[src/rtl/barrel_pkg.sv]
package barrel_pkg;
  // Strobes from control to datapath for the current cycle
  typedef struct packed {
    logic take;       // accept interrupt for the issuing thread
    logic loadPc;     // normal write-back of next PC
    logic restorePc;  // return-from-interrupt write-back
  } seqStrobe_t;
endpackage

[src/rtl/barrel_ctrl.sv]
module barrel_ctrl
  import barrel_pkg::*;
#(
  parameter int THREADS = 8,
  parameter int TID_W   = $clog2(THREADS)
) (
  input  logic               clk,
  input  logic               rst_n,
  input  logic [THREADS-1:0] irqReq,
  input  logic               wbValid,
  input  logic [TID_W-1:0]   wbTid,
  input  logic               wbRti,
  input  logic               wbIeWr,
  input  logic               wbIeVal,
  output logic [TID_W-1:0]   tid,
  output seqStrobe_t         strobe
);
  logic [THREADS-1:0] irqEn;
  logic [THREADS-1:0] inIsr;

  // Rotating thread slot
  always_ff @(posedge clk) begin
    if (!rst_n)                      tid <= '0;
    else if (tid == TID_W'(THREADS-1)) tid <= '0;
    else                             tid <= tid + 1'b1;
  end

  always_comb begin
    strobe.take      = irqReq[tid] & irqEn[tid] & ~inIsr[tid];
    strobe.loadPc    = wbValid & ~wbRti;
    strobe.restorePc = wbValid & wbRti;
  end

  // Per-thread enable and in-service state
  for (genvar g = 0; g < THREADS; g++) begin : gen_irq
    always_ff @(posedge clk) begin
      if (!rst_n) begin
        irqEn[g] <= 1'b0;
        inIsr[g] <= 1'b0;
      end else begin
        if (wbValid && wbIeWr && wbTid == TID_W'(g)) irqEn[g] <= wbIeVal;
        if (strobe.restorePc && wbTid == TID_W'(g)) inIsr[g] <= 1'b0;
        if (strobe.take && tid == TID_W'(g))        inIsr[g] <= 1'b1;
      end
    end
  end

  // slot advances by exactly one each cycle (modulo thread count)
  assert_rotate_R1: assert property (@(posedge clk) disable iff (!rst_n)
    1'b1 |=> TID_W'(tid - $past(tid)) == TID_W'(1));

  // an accepted interrupt leaves the thread in service
  assert_mask_R8: assert property (@(posedge clk) disable iff (!rst_n)
    strobe.take |=> inIsr[$past(tid)]);

  // write-back tag is aligned with the thread after the issuer
  assert_wb_align_R3: assert property (@(posedge clk) disable iff (!rst_n)
    wbValid |-> wbTid == TID_W'(tid + 1'b1));
endmodule

[src/rtl/barrel_datapath.sv]
module barrel_datapath
  import barrel_pkg::*;
#(
  parameter int THREADS    = 8,
  parameter int TID_W      = $clog2(THREADS),
  parameter int PC_W       = 16,
  parameter int START_PC   = 'h0200,
  parameter int VEC_BASE   = 'h0040,
  parameter int VEC_STRIDE = 'h0008
) (
  input  logic             clk,
  input  logic             rst_n,
  input  logic [TID_W-1:0] tid,
  input  logic [TID_W-1:0] wbTid,
  input  logic [PC_W-1:0]  wbPc,
  input  seqStrobe_t       strobe,
  output logic [PC_W-1:0]  issuePc
);
  logic [PC_W-1:0] pcView  [THREADS];
  logic [PC_W-1:0] retView [THREADS];
  logic [PC_W-1:0] vecView [THREADS];

  for (genvar g = 0; g < THREADS; g++) begin : gen_thr
    localparam logic [PC_W-1:0] VEC = PC_W'(VEC_BASE + g * VEC_STRIDE);
    logic [PC_W-1:0] pcQ;
    logic [PC_W-1:0] retQ;
    logic            mySlot;
    logic            myWb;

    assign mySlot = (tid == TID_W'(g));
    assign myWb   = (wbTid == TID_W'(g));

    always_ff @(posedge clk) begin
      if (!rst_n) begin
        pcQ  <= PC_W'(START_PC);
        retQ <= '0;
      end else begin
        if (strobe.take && mySlot) begin
          retQ <= pcQ;
          pcQ  <= VEC;
        end
        if (strobe.loadPc && myWb)         pcQ <= wbPc;
        else if (strobe.restorePc && myWb) pcQ <= retQ;
      end
    end

    assign pcView[g]  = pcQ;
    assign retView[g] = retQ;
    assign vecView[g] = VEC;
  end

  assign issuePc = strobe.take ? vecView[tid] : pcView[tid];

  // return register captures the thread's pending PC on acceptance
  assert_capture_R7: assert property (@(posedge clk) disable iff (!rst_n)
    strobe.take |=> retView[$past(tid)] == $past(pcView[tid]));

  // return-from-interrupt restores the saved address
  assert_restore_R7: assert property (@(posedge clk) disable iff (!rst_n)
    strobe.restorePc |=> pcView[$past(wbTid)] == $past(retView[wbTid]));

  // normal write-back lands in the tagged thread's PC
  assert_wbload_R3: assert property (@(posedge clk) disable iff (!rst_n)
    strobe.loadPc |=> pcView[$past(wbTid)] == $past(wbPc));
endmodule

[src/rtl/barrel_sequencer.sv]
module barrel_sequencer
  import barrel_pkg::*;
#(
  parameter int THREADS    = 8,
  parameter int TID_W      = $clog2(THREADS),
  parameter int PC_W       = 16,
  parameter int START_PC   = 'h0200,
  parameter int VEC_BASE   = 'h0040,
  parameter int VEC_STRIDE = 'h0008
) (
  input  logic               clk,
  input  logic               rst_n,
  input  logic [THREADS-1:0] irqReq,
  input  logic               wbValid,
  input  logic [TID_W-1:0]   wbTid,
  input  logic [PC_W-1:0]    wbPc,
  input  logic               wbRti,
  input  logic               wbIeWr,
  input  logic               wbIeVal,
  output logic [TID_W-1:0]   issueTid,
  output logic [PC_W-1:0]    issuePc,
  output logic               issueIrqTaken
);
  seqStrobe_t strobe;

  barrel_ctrl #(.THREADS(THREADS), .TID_W(TID_W)) u_ctrl (
    .clk(clk), .rst_n(rst_n), .irqReq(irqReq),
    .wbValid(wbValid), .wbTid(wbTid), .wbRti(wbRti),
    .wbIeWr(wbIeWr), .wbIeVal(wbIeVal),
    .tid(issueTid), .strobe(strobe)
  );

  barrel_datapath #(
    .THREADS(THREADS), .TID_W(TID_W), .PC_W(PC_W), .START_PC(START_PC),
    .VEC_BASE(VEC_BASE), .VEC_STRIDE(VEC_STRIDE)
  ) u_dp (
    .clk(clk), .rst_n(rst_n), .tid(issueTid), .wbTid(wbTid),
    .wbPc(wbPc), .strobe(strobe), .issuePc(issuePc)
  );

  assign issueIrqTaken = strobe.take;

  // an accepted interrupt issues the thread's own vector
  assert_vector_R6: assert property (@(posedge clk) disable iff (!rst_n)
    issueIrqTaken |-> issuePc == PC_W'(VEC_BASE + int'(issueTid) * VEC_STRIDE));
endmodule

[config.mk]
export PLATFORM = sky130hd
export DESIGN_NAME = barrel_sequencer
export DESIGN_NICKNAME = d
export VERILOG_FILES = /design/src/rtl/barrel_pkg.sv /design/src/rtl/barrel_ctrl.sv /design/src/rtl/barrel_datapath.sv /design/src/rtl/barrel_sequencer.sv
export SDC_FILE = /design/constraint.sdc
export NUM_CORES = 1
export LEC_CHECK = 0
export ABC_AREA = 1
export BUFFER_PORTS_ARGS = -buffer_cell sky130_fd_sc_hd__buf_2
export CAP_MARGIN = 25
export CORE_UTILIZATION = 45
export CTS_BUF_LIST = sky130_fd_sc_hd__clkbuf_8
export DETAILED_ROUTE_END_ITERATION = 10
export SLEW_MARGIN = 20
export SYNTH_ARGS = -nofsm -noshare
export SYNTH_HDL_FRONTEND = slang
export SYNTH_SLANG_ARGS = --single-unit
export TNS_END_PERCENT = 20
[constraint.sdc]
create_clock -name clk -period 5.4 [get_ports clk]
set_input_delay 1.08 -clock clk [delete_from_list [all_inputs] [get_ports clk]]
set_output_delay 1.08 -clock clk [all_outputs]
set_load 0.01 [all_outputs]
==> impl_results.md <==
- Syn avg cell area: 6.92 um^2
- Setup Skew: 19.6 ps
- Register area share after synthesis: 0.428
- Met2 usage: 0.470
- Final GP Congestion: 0.893
- Power Density: 325 nW/um^2
- Setup crit end: issuePc[3]
- Crit path buf inv count: 3
- Crit path from: u_ctrl.tid[0]$_SDFF_PP0_
- Hold_buf cts: 0
- Synth Cell Area: 12900 um^2
- Distinct cells, synth: 33
- CP arrival: 3480 ps
- Met3 GRT Util: 0.0537
- Final Cycle Share: 0.845
- Routed Antenna Nets: 0
- Fin. max-slew vios: 0
- LEAKAGE: 5.45 nW
- Crit path top cell by count: nand2_1
- Grt ovf: 0
- Worst r2r src: u_ctrl.tid[0]$_SDFF_PP0_
- FF-to-FF End: u_dp.gen_thr[6].pcQ[6]$_SDFFE_PN0P_
- Yosys warns: 0
- CP Max Fanout: 34
- Unrepaired setup endpoints after global routing: no
- Largest area contributor in the netlist: dfxtp_1
- Routed via count: 12963
- Antenna violations before repair: 1
- Share of post-route cells with drive strength above 1: 0.0924
- Die Height: 171 um
- Final setup margin: 837 ps
- Crit-path cells: buf_4 > nand2_1 > a21oi_1 > nand2_1 > nand3_2 > nand2_1 > inv_1 > o21ai_0 > nand2_1 > buf_2
- # rows: 61
- Root Driver: clkbuf_8
- Compound-Gate Fraction of Synth Area: 0.191
- Clock period minus worst slack: 4560 ps
- Iter 0 DRT Violations: 1519
- M1 GR Usage: 0.421
- Worst-margin pin slew: 999 ps
- Hold path depth: 2
- Core footprint: 27900 um^2
- Final setup violation count: 0
- Delay-heaviest family, CP: buffers and inverters
- Die width: 171 um
- Critical setup path kind: reg2out
- Largest net degree at the start of global routing: 94
- Vias per cell: 5.76
- Min-delay src: u_dp.gen_thr[0].retQ[10]$_SDFFE_PN0P_
- Routed WL: 44500 um
- Drt drc: 1
- Status: complete, but fails checks
- Synth area leaders: dfxtp_1 (43%), nand3_1 (11%), nand2_1 (9.4%)
- Hold crit path type: reg2reg
- Top cell type's share of synthesized area: 0.428
- Vias in the first global route: 11694
- Post-route setup TNS: 0 ps
- Post-synthesis adder-cell area fraction: 0.00584
- Mux cell area share after synthesis: 0.000778
- Max-cap violations: 0
- Die area: 29300 um^2
- Post-synth EDFFs: 0
- Async SR Flop Fraction: 0
- IO Pins: 53
- H-tree depth: 2
- Simple-gate share of the synthesized area: 0.281
- Synth Instances: 1859
- Post-CTS Setup Inserts: 0
- Slowest cell on crit path: dfxtp_2
- Slew margin rel.: 0.334
- Largest family of logic cells by synthesized area: simple AND/OR/NAND/NOR gates
- WL per Instance: 19.8 um
- Drt first pass iters: 9
- Detail Placement HPWL: 27800 um
- Fin. Hold Viols: 0
- Setup slack on the worst flop-to-flop path: 1420 ps
- Post-Place Worst Slack: 1440 ps
- CTS tree: yes
- Failing checks: design-rule violations
- Startpoint type of the worst setup path: flip-flop
- WP depth: 10
- Most frequent cells in the layout: nand2_1 (318), dfxtp_1 (273), nand3_1 (272)
- Buffers on Ports: 52
- Fmax: 219 MHz
- CP max stage delay: 740 ps
- Worst vdd ir: 0.196 mV
- Crit. End Element: primary output
- Resize count post-CTS: 0
- Mapped Nets: 1898
- XOR/XNOR share of the synthesized area: 0
- FF+latch count, synth: 275
- Initial Util: 0.460
- Num CTS Buffers: 50
- Synthesis-to-finish area growth: 9.27%
- Final nets: 1887
- Top_reg_cell synth: dfxtp_1
- CTS Buffer Depth: 3
- Aggregate global-route resource usage: 0.305
- First-pass GRT wire length: 68300 um
- Reg2reg path depth: 11
- Worst-Skew Late Latency: 570 ps
- Clock-pin slew on the worst setup and hold paths: 60 ps
- Worst Path Required: 4320 ps
- Grt peak-use layer: met2
- CTS Sinks: 275
- Commonest non-fill, non-tap cell in the layout: nand2_1
metrics by stage:
stage	hold slack (ps)	utilization	cells	instance area, um^2	total power, mW
after global placement	448	0.469	2171	13100	2.74
after floorplan	429	-	1859	12900	2.53
after detailed placement	447	0.470	2172	13100	2.75
final	461	0.503	2251	14100	4.57
after CTS	461	0.502	2248	14000	4.57
after global routing	473	0.503	2251	14100	4.74
final cells by class:
cell class              count  area (um^2)
repair buffers             77          470
diodes                      1         2.50
inverters                 142          541
multi-input cells        1302         6160
clock inverters            16         68.8
flip-flops and latches    275         5510
fillers                  2869        13900
well taps                 378          473
clock buffers              60          826
sequential cells by signal, indices dropped and copies added (netlist names):
signal	flops
u_ctrl.tid	3
u_dp.gen_thr.retQ	128
u_ctrl.irqEn	8
u_dp.gen_thr.pcQ	128
u_ctrl.inIsr	8
power breakdown:
part	internal (mW)	leakage, nW	total, mW	switching [mW]
clock	0.985	0.506	1.85	0.864
sequential	2.08	2.22	2.12	0.0419
combinational	0.162	2.72	0.596	0.434
total	3.23	5.45	4.57	1.34
worst min-delay path by stage:
stage / end / slack (ps)
floorplan: u_ctrl.irqEn[4]$_SDFFE_PN0P_ / 430
global placement: u_dp.gen_thr[4].retQ[10]$_SDFFE_PN0P_ / 450
detailed placement: u_ctrl.irqEn[4]$_SDFFE_PN0P_ / 450
CTS: u_dp.gen_thr[0].retQ[7]$_SDFFE_PN0P_ / 460
global route: u_dp.gen_thr[2].retQ[15]$_SDFFE_PN0P_ / 470
finish: u_dp.gen_thr[0].retQ[10]$_SDFFE_PN0P_ / 460
cells in the mapped netlist (12+ instances only):
| cell type | instances |
|---|---|
| buf_4 | 12 |
| inv_1 | 133 |
| nand2_1 | 321 |
| a22oi_1 | 18 |
| nor2_1 | 208 |
| a31oi_1 | 33 |
| nand3b_1 | 13 |
| nand3_1 | 272 |
| clkbuf_1 | 67 |
| buf_2 | 50 |
| o21ai_0 | 145 |
| o22ai_1 | 37 |
| dfxtp_1 | 275 |
| a21oi_1 | 213 |
per-layer routing:
layer  vias up  part of all wire
li1       6193                 -
met1      6078              0.44
met2       597              0.44
met3        95             0.086
met4         0             0.036
met5         -                 0
logic make-up after synthesis:
family / count (synthesis)
and+or+nand+nor: 835
AOI/OAI and AO/OA: 460
buffers and inverters: 282
DFF: 275
adders and majority gates: 6
muxes: 1
worst min-delay path: cells and delay by family, from the launching register on:
| kind | cells | cell delay (ps) |
|---|---|---|
| compound gates | 1 | 50 |
| simple gates | 1 | 60 |
| flops | 1 | 300 |
Power figures use the tool's default switching activity.
